--- src/rtl/pms_pkg.sv ---
package pms_pkg;
  localparam int NDOM = 3;

  typedef enum logic [3:0] {
    PH_IDLE, PH_CLKOFF, PH_ISO, PH_PWROFF, PH_SETTLE_DN, PH_SLEEP,
    PH_PWRON, PH_SETTLE_UP, PH_ISOOFF, PH_CLKON, PH_RSTREL
  } phase_e;

  typedef enum logic [2:0] {
    MD_ACTIVE = 3'd0, MD_STANDBY = 3'd1, MD_DEEP = 3'd2,
    MD_DORMANT = 3'd3, MD_SHUTDOWN = 3'd4
  } mode_e;

  localparam logic [1:0] TG_FULL = 2'd0;
  localparam logic [1:0] TG_RET  = 2'd1;

  function automatic mode_e classify(input logic [1:0] c, input logic [1:0] f,
                                     input logic [1:0] r);
    if (r[1])                                    return MD_SHUTDOWN;
    else if (c[1])                               return MD_DORMANT;
    else if (c != TG_FULL || f != TG_FULL || r != TG_FULL) return MD_DEEP;
    else                                         return MD_STANDBY;
  endfunction
endpackage

--- src/rtl/pms_count.sv ---
module pms_count #(
  parameter int W = 16
) (
  input  logic         clk,
  input  logic         rst,
  input  logic         clr,
  output logic [W-1:0] cnt
);
  always_ff @(posedge clk) begin
    if (rst || clr)    cnt <= '0;
    else if (cnt != '1) cnt <= cnt + 1'b1;
  end
endmodule

--- src/rtl/pms_domain.sv ---
module pms_domain
  import pms_pkg::*;
(
  input  logic       clk,
  input  logic       rst,
  input  phase_e     ph,
  input  logic [1:0] tgt,
  input  logic       hold_done,
  output logic       clk_en,
  output logic       iso,
  output logic       pwr_en,
  output logic       vret,
  output logic       dom_rst
);
  logic aff, goes_off, goes_ret;
  assign aff      = (tgt != TG_FULL);
  assign goes_off = tgt[1];
  assign goes_ret = (tgt == TG_RET);

  always_ff @(posedge clk) begin
    if (rst) begin
      clk_en  <= 1'b1;
      iso     <= 1'b0;
      pwr_en  <= 1'b1;
      vret    <= 1'b0;
      dom_rst <= 1'b0;
    end else begin
      case (ph)
        PH_CLKOFF: if (aff) clk_en <= 1'b0;
        PH_ISO:    if (aff) iso <= 1'b1;
        PH_PWROFF: begin
          if (goes_off) begin
            pwr_en  <= 1'b0;
            dom_rst <= 1'b1;
          end
          if (goes_ret) vret <= 1'b1;
        end
        PH_PWRON: begin
          pwr_en <= 1'b1;
          vret   <= 1'b0;
        end
        PH_ISOOFF: iso <= 1'b0;
        PH_CLKON:  clk_en <= 1'b1;
        PH_RSTREL: if (hold_done) dom_rst <= 1'b0;
        default: ;
      endcase
    end
  end

  // isolation rises only once the clock is already gated
  a_r3_iso_after_gate: assert property (@(posedge clk) disable iff (rst)
    $rose(iso) |-> !clk_en);
  // the switch opens only behind isolation
  a_r3_switch_after_iso: assert property (@(posedge clk) disable iff (rst)
    $fell(pwr_en) |-> iso);
  // an unpowered domain is isolated and clock-gated
  a_r4_off_is_fenced: assert property (@(posedge clk) disable iff (rst)
    !pwr_en |-> (iso && !clk_en));
  // an unpowered domain sits in reset
  a_r7_off_in_reset: assert property (@(posedge clk) disable iff (rst)
    !pwr_en |-> dom_rst);
  // clocks return only on full supply with isolation gone
  a_r6_clock_after_power: assert property (@(posedge clk) disable iff (rst)
    $rose(clk_en) |-> (pwr_en && !vret && !iso));
endmodule

--- src/rtl/pwr_mode_seq.sv ---
module pwr_mode_seq
  import pms_pkg::*;
#(
  parameter int CNT_W   = 16,
  parameter int TMO_CYC = 1000,
  parameter int HOLD_W  = 8
) (
  input  logic              clk,
  input  logic              rst,
  input  logic              arm_set,
  input  logic              arm_clr,
  input  logic [1:0]        tgt_core,
  input  logic [1:0]        tgt_fpu,
  input  logic [1:0]        tgt_ram,
  input  logic [1:0]        wake_en,
  input  logic [HOLD_W-1:0] hold_cyc,
  input  logic              wfi,
  input  logic              irq,
  input  logic              fiq,
  input  logic              vreq_ack,
  output logic [2:0]        dom_clk_en,
  output logic [2:0]        dom_iso,
  output logic [2:0]        dom_pwr_en,
  output logic [2:0]        dom_vret,
  output logic [2:0]        dom_rst,
  output logic              armed,
  output logic              busy,
  output logic [2:0]        mode,
  output logic [1:0]        wake_src,
  output logic              settle_err
);
  localparam logic [CNT_W-1:0] TMO_LAST = CNT_W'(TMO_CYC - 1);

  phase_e             ph, ph_nxt;
  logic [1:0]         tgt_q [NDOM];
  logic [1:0]         wen_q;
  logic [HOLD_W-1:0]  hold_q;
  logic [CNT_W-1:0]   cnt;
  logic [1:0]         wake_hit;
  logic               settle_to, hold_done;

  assign wake_hit  = {fiq & wen_q[1], irq & wen_q[0]};
  assign settle_to = (cnt == TMO_LAST);
  assign hold_done = ((32'(cnt) + 32'd1) >= 32'(hold_q));
  assign busy      = (ph != PH_IDLE) && (ph != PH_SLEEP);

  always_comb begin
    ph_nxt = ph;
    case (ph)
      PH_IDLE:      if (armed && wfi) ph_nxt = PH_CLKOFF;
      PH_CLKOFF:    ph_nxt = PH_ISO;
      PH_ISO:       ph_nxt = PH_PWROFF;
      PH_PWROFF:    ph_nxt = PH_SETTLE_DN;
      PH_SETTLE_DN: if (vreq_ack || settle_to) ph_nxt = PH_SLEEP;
      PH_SLEEP:     if (|wake_hit) ph_nxt = PH_PWRON;
      PH_PWRON:     ph_nxt = PH_SETTLE_UP;
      PH_SETTLE_UP: if (vreq_ack || settle_to) ph_nxt = PH_ISOOFF;
      PH_ISOOFF:    ph_nxt = PH_CLKON;
      PH_CLKON:     ph_nxt = PH_RSTREL;
      PH_RSTREL:    if (hold_done) ph_nxt = PH_IDLE;
      default:      ph_nxt = PH_IDLE;
    endcase
  end

  pms_count #(.W(CNT_W)) u_cnt (
    .clk (clk),
    .rst (rst),
    .clr (ph_nxt != ph),
    .cnt (cnt)
  );

  always_ff @(posedge clk) begin
    if (rst) begin
      ph         <= PH_IDLE;
      armed      <= 1'b0;
      wen_q      <= '0;
      hold_q     <= '0;
      settle_err <= 1'b0;
      mode       <= MD_ACTIVE;
      wake_src   <= '0;
      for (int d = 0; d < NDOM; d++) tgt_q[d] <= TG_FULL;
    end else begin
      ph <= ph_nxt;
      if (arm_set && ph == PH_IDLE) begin
        armed      <= 1'b1;
        tgt_q[0]   <= tgt_core;
        tgt_q[1]   <= tgt_fpu;
        tgt_q[2]   <= tgt_ram;
        wen_q      <= wake_en;
        hold_q     <= hold_cyc;
        settle_err <= 1'b0;
      end else if (arm_clr) begin
        armed <= 1'b0;
      end
      if ((ph == PH_SETTLE_DN || ph == PH_SETTLE_UP) && !vreq_ack && settle_to)
        settle_err <= 1'b1;
      if (ph == PH_SETTLE_DN && ph_nxt == PH_SLEEP)
        mode <= classify(tgt_q[0], tgt_q[1], tgt_q[2]);
      if (ph == PH_SLEEP && |wake_hit)
        wake_src <= wake_hit;
      if (ph == PH_RSTREL && hold_done) begin
        armed <= 1'b0;
        mode  <= MD_ACTIVE;
      end
    end
  end

  for (genvar g = 0; g < NDOM; g++) begin : g_dom
    pms_domain u_dom (
      .clk       (clk),
      .rst       (rst),
      .ph        (ph),
      .tgt       (tgt_q[g]),
      .hold_done (hold_done),
      .clk_en    (dom_clk_en[g]),
      .iso       (dom_iso[g]),
      .pwr_en    (dom_pwr_en[g]),
      .vret      (dom_vret[g]),
      .dom_rst   (dom_rst[g])
    );
  end

  // without arm the controller never leaves idle
  a_r2_idle_without_arm: assert property (@(posedge clk) disable iff (rst)
    (ph == PH_IDLE && !armed) |=> (ph == PH_IDLE));
  // masked or absent interrupts keep the block asleep
  a_r6_sleep_holds: assert property (@(posedge clk) disable iff (rst)
    (ph == PH_SLEEP && !(irq && wen_q[0]) && !(fiq && wen_q[1])) |=> (ph == PH_SLEEP));
  // a finished wake leaves the block disarmed and active
  a_r9_disarm_after_wake: assert property (@(posedge clk) disable iff (rst)
    ($past(ph) == PH_RSTREL && ph == PH_IDLE) |-> (!armed && mode == MD_ACTIVE));
  // sleep is reached only on an acknowledge or with the error raised
  a_r5_settle_gate: assert property (@(posedge clk) disable iff (rst)
    ($past(ph) == PH_SETTLE_DN && ph == PH_SLEEP) |-> ($past(vreq_ack) || settle_err));
endmodule

--- config.mk ---
export PLATFORM = sky130hd
export DESIGN_NAME = pwr_mode_seq
export DESIGN_NICKNAME = d
export VERILOG_FILES = /design/src/rtl/pms_pkg.sv /design/src/rtl/pms_count.sv /design/src/rtl/pms_domain.sv /design/src/rtl/pwr_mode_seq.sv
export SDC_FILE = /design/constraint.sdc
export NUM_CORES = 1
export LEC_CHECK = 0
export BUFFER_PORTS_ARGS = -buffer_cell sky130_fd_sc_hd__buf_2
export CAP_MARGIN = 10
export CORE_MARGIN = 3
export CORE_UTILIZATION = 35
export CTS_BUF_LIST = sky130_fd_sc_hd__clkbuf_4 sky130_fd_sc_hd__clkbuf_8 sky130_fd_sc_hd__clkbuf_16
export DETAILED_ROUTE_END_ITERATION = 12
export GPL_TIMING_DRIVEN = 0
export HOLD_SLACK_MARGIN = 0.03
export PLACE_DENSITY = 0.61
export SYNTH_ARGS = -nofsm -noshare
export SYNTH_HDL_FRONTEND = slang
export SYNTH_SLANG_ARGS = --single-unit
export TNS_END_PERCENT = 20
--- constraint.sdc ---
create_clock -name clk -period 5.7 [get_ports clk]
set_input_delay 1.14 -clock clk [delete_from_list [all_inputs] [get_ports clk]]
set_output_delay 1.14 -clock clk [all_outputs]
set_load 0.05 [all_outputs]
; ---- Word level (Yosys, flattened, before mapping)
; Memory sizes are Yosys's and may differ from the RTL's.
; Cells that the tools add are included.
[totals]
regBits = 52
mem_bits_rw = 6
input_bits = 24
memories = 1
[op_classes]
n_addsub = 2
n_lt_le_gt_ge = 1
n_eq_ne = 31
muxes = 52
n_bitwise = 5
n_reduce_logical = 42
[mem_list]
columns = name, depth, width, rd, rd_clocked_by_memory_dff, write_ports, line_no
row1 = tgt_q, 3, 2, 3, 0, 3, pwr_mode_seq.sv:35  ; logic [1:0] tgt_q [NDOM];
[op_table]
columns = cell, count
row1 = $pmux W4 S11, 1
row2 = $pmux W1 S2, 15
row3 = $mux W1, 25
row4 = $ne A2 B1 Y1 const B, 12
row5 = $reduce_and A2 Y1, 12
row6 = $eq A4 B3 Y1 const B, 5
row7 = $mux W4, 5
row8 = $reduce_bool A2 Y1, 9
row9 = $add A16 B1 Y17 const B, 1
row10 = $ge A17 B8 Y1, 1
row11 = $add A16 B1 Y16 const B, 1
row12 = $eq A16 B10 Y1 const B, 1
row13 = $ne A16 B16 Y1 const B, 1
row14 = $eq A4 B4 Y1 const B, 3
row15 = $mux W2, 5
row16 = $reduce_and A3 Y1, 3
row17 = $eq A4 B2 Y1 const B, 2
row18 = $logic_and A1 B1 Y1, 8
row19 = $eq A2 B1 Y1 const B, 3
row20 = $logic_or A1 B1 Y1, 5
row21 = $eq A4 B1 Y1 const B, 1
row22 = $logic_not A4 Y1, 1
row23 = $ne A4 B3 Y1 const B, 1
row24 = $ne A4 B4 Y1, 1
row25 = 7 further kinds, 11

; ---- Logic depth before layout (Yosys ltp)
[depth]
ltp_word = 6
ltp_mapped = 13
depth_no_buf = 12

; ---- Hierarchy
; Synthesis repeated with hierarchy kept, for this count alone.
[hier_totals]
hier_cells = 400
area_unflattened_um2 = 3375.7
[by_module_without_submodules]
columns = module, n_inst, cells_each, area_each_um2, seq_area_each_um2
row1 = pwr_mode_seq, 1, 233, 1835.5, 600.6
row2 = pms_count, 1, 95, 830.8, 320.3
row3 = pms_domain, 3, 24, 236.5, 100.1

; ---- Worst setup path after synthesis
; Ideal clock, no wire load.
[synth_path]
path_kind = reg-to-reg
from = register u_cnt.cnt[0]
to = register u_cnt.cnt[6]
setup_time_ns = 0.068
arrival_ns = 2.870
setup_slack_ns = 2.762
path_stages_with_launch = 14
cell_sequence = dfxtp_1 ha_1 nand4_1 or2_2 xor2_1 inv_1 ha_1 a211oi_1 o211ai_1 o221a_2 nor4b_4 o221ai_4 buf_8 a21oi_2
[synth_between]
elab_chain_cells = 6
[synth_rtl]
columns = item, line_no
row1 = from (decl), pms_count.sv:7  ; output logic [W-1:0] cnt
row2 = from (signal assigned), pms_count.sv:11  ; else if (cnt != '1) cnt <= cnt + 1'b1;
row3 = $add A16 B1 Y17 / $eq A16 B10 Y1 (equally long branches), "pwr_mode_seq.sv:44, pwr_mode_seq.sv:43"
row4 = $ge A17 B8 Y1 / $logic_or A1 B1 Y1 (equally long branches), "pwr_mode_seq.sv:44, pwr_mode_seq.sv:54, pwr_mode_seq.sv:57"
row5 = $mux W4 (on tied branches), "pwr_mode_seq.sv:60, pwr_mode_seq.sv:54, pwr_mode_seq.sv:57"
row6 = $pmux W4 S11, pwr_mode_seq.sv:49  ; case (ph)
row7 = $ne A4 B4 Y1, pwr_mode_seq.sv:68  ; .clr (ph_nxt != ph),
row8 = $logic_or A1 B1 Y1, pms_count.sv:10  ; if (rst || clr) cnt <= '0;
; Parallel ways exist; a longest one is shown, timed or not.
; A chain may end at the register's enable or synchronous reset.

; ---- Worst setup path in the final report
[layout_path]
from = register u_cnt.cnt[0]
to = register u_cnt.cnt[0]
; The elaborated chain is that of the path after synthesis.

==> results.json <==
{
  "cts.sinks": 58,
  "p_comb_frac": 0.208,
  "clock-skew-final_ns": 0.006432,
  "fin_hold_ws_ns": 0.4444,
  "synthFlopType": "dfxtp_1",
  "cp-startpoint": "u_cnt.cnt[0]",
  "tightestPinTransition_ns": 0.6507,
  "cts.clk_slew.worst_paths_ns": 0.06,
  "ios": 47,
  "async_flop_share": 0,
  "hold_buffers": 0,
  "reg2reg_from": "u_cnt.cnt[0]",
  "crit_type": "flop to flop",
  "gr-total-overflow": 0,
  "routed_via_density": 5.011,
  "hold_viol_final": 0,
  "area_growth_pct": 16.55,
  "syn_area_um2": 3152,
  "final_common_cell": "dfxtp_1",
  "grt_pass1_wl_um": 12010,
  "yosysWarnings": 0,
  "routedWlPerCell_um": 13.36,
  "drc_errors": 0,
  "slew_headroom": 0.5628,
  "gp_congestion": 0.8395,
  "cts-buffers-inserted": 9,
  "die_w_um": 100.9,
  "dpl_worst_slack_ns": 2.326,
  "min_period_ns": 3.357,
  "required_ns": 5.97,
  "irDropWorstVdd_v": 0.0001917,
  "rsz0062_at_grt": "no",
  "nNetsFinal": 462,
  "ys_seq_area_frac": 0.3875,
  "ctsResizeCount": 0,
  "switching_share": 0.3082,
  "outcome": "completed",
  "ctsLongestPathBuffers": 2,
  "grt_use_total": 0.1472,
  "seq_power_share": 0.469,
  "switching_power_mw": 0.3003,
  "dp_hpwl_um": 5478,
  "fmax_mhz": 297.9,
  "post_cts_buffers": 0,
  "p_int_mw": 0.6741,
  "layout_common_cells": "dfxtp_1 (52), nand2_1 (49), buf_2 (49)",
  "die_area_um2": 10180,
  "critPathMaxFanout": 10,
  "crit_arrival_ns": 3.62,
  "antenna_found_initial": 0,
  "clk_latency_ns": 0.33,
  "first_pass_iters": 4,
  "cts_max_level": 3,
  "avgSynthCellArea_um2": 8.473,
  "slew_violations": 0,
  "drt_first_iter_violations": 200,
  "endpoint_kind": "flop",
  "cts_root_buf": "clkbuf_8",
  "num_rows": 33,
  "max_cap_viol_count": 0,
  "num_antenna_cells": 0,
  "powerDensity_nw_per_um2": 265.3,
  "start_util": 0.3724,
  "n_fill_cell": 847,
  "yosys_register_bits": 58,
  "power_mw": 0.9744,
  "critPathLaunchType": "flop",
  "hold_class": "flop to flop",
  "timing.final.ws_setup_ns": 2.343,
  "ant_nets": 0,
  "period_share": 0.5890,
  "layout-drive-gt1-share": 0.2396,
  "hp-start": "g_dom[1].u_dom.iso",
  "p_leak_nw": 1.506,
  "power_frac_clock": 0.323,
  "syn_nets": 405,
  "ys_types": 57,
  "wl_um": 7202,
  "finalSetupTns_ns": 0,
  "synth_edf_count": 6,
  "core_um2": 8464,
  "grt_pass1_vias": 2519,
  "port_buffers": 46,
  "vias": 2701,
  "die_h_um": 100.9,
  "grt_max_degree": 11,
  "cts_tree": "yes",
  "synth_cells": 372,
  "setup_viol": 0
}
-- worst max-delay path: stages (launching register included) --
cell and delay (ns):
dfxtp_1 0.45, ha_1 0.28, nand4_1 0.15, or2_2 0.31, xor2_1 0.22, inv_1 0.08
ha_1 0.20, a211oi_1 0.17, o211ai_1 0.11, o221a_2 0.27, nor4b_4 0.47, o221ai_4 0.25
buf_8 0.22, nor2_2 0.10
-- synthesized netlist by cell type (all sizes together), types with 6 or more instances --
library cell / instances / area share
nor3: 15 / 0.029
nor2: 30 / 0.038
o21ai: 11 / 0.017
xnor2: 7 / 0.019
a21oi: 35 / 0.065
nor4: 6 / 0.017
edfxtp: 6 / 0.057
nand4: 12 / 0.029
xor2: 6 / 0.017
mux2i: 8 / 0.029
and2: 9 / 0.018
a31oi: 6 / 0.012
inv: 23 / 0.027
clkbuf: 10 / 0.013
buf: 24 / 0.055
dfxtp: 52 / 0.33
nand2: 49 / 0.058
ha: 9 / 0.036
nand3: 9 / 0.014
-- area by class of cell --
class                           instances  area, um^2  area share
Clock inverter                          5       21.27    0.005790
Sequential cell                        58        1221      0.3324
Multi-Input combinational cell        256        1628      0.4431
Clock buffer                           11       138.9     0.03781
Buffer                                 34       212.7     0.05790
Inverter                               24       90.09     0.02452
Timing Repair Buffer                   46       230.2     0.06267
Tap cell                              105       131.4     0.03576
-- flip-flops by register name, indices dropped and copies added, names as in the netlist --
register	cells
u_cnt.cnt	16
hold_q	8
tgt_q	6
ph	4
g_dom.u_dom.clk_en	3
g_dom.u_dom.dom_rst	3
g_dom.u_dom.iso	3
g_dom.u_dom.pwr_en	3
g_dom.u_dom.vret	3
mode	3
wake_src	2
wen_q	2
armed	1
settle_err	1
-- final timing paths --
path | slack, ns | to | depth (start not counted)
setup / recovery | 2.34 | u_cnt.cnt[0] | 13
setup reg to reg | 2.34 | u_cnt.cnt[0] | 13
hold / removal | 0.44 | g_dom[1].u_dom.iso | 2
hold reg to reg | 0.44 | g_dom[1].u_dom.iso | 2
-- power groups by stage --
stage                     logic [mW]  registers, mW  clock network (mW)
after floorplan                0.152          0.463                   0
after global placement         0.201          0.466                   0
after detailed placement       0.205          0.466                   0
after CTS                      0.205          0.457               0.325
after global routing           0.228          0.461               0.340
final                          0.202          0.457               0.315
-- through the flow --
step                instance area (um^2)  cells  utilization
global placement                    3513    523       0.4151
global route                        3674    539       0.4340
floorplan                           3152    372            -
detailed placement                  3513    523       0.4151
CTS                                 3674    539       0.4340
finish                              3674    539       0.4340
-- per-layer routing --
layer / track usage / wire length [um] / share of wire / vias up
li1: - / - / - / 1397
met1: 0.2098 / 3585 / 0.50 / 1245
met2: 0.2218 / 3232 / 0.45 / 50
met3: 0.02076 / 266 / 0.037 / 9
met4: 0.06135 / 118 / 0.016 / 0
met5: 0 / 0 / 0 / -
-- logic make-up (layout without fill, tap and decap cells) --
kind of cell | count (synthesis) | after routing | synth area share
AOI/OAI and AO/OA | 80 | 80 | 0.1735
DFF | 58 | 58 | 0.3875
and+or+nand+nor | 146 | 146 | 0.2418
adders and majority gates | 9 | 9 | 0.03573
buffers and inverters | 58 | 120 | 0.09607
muxes | 8 | 8 | 0.02938
xor gates and xnor gates | 13 | 13 | 0.03613
Power figures use the tool's default switching activity.
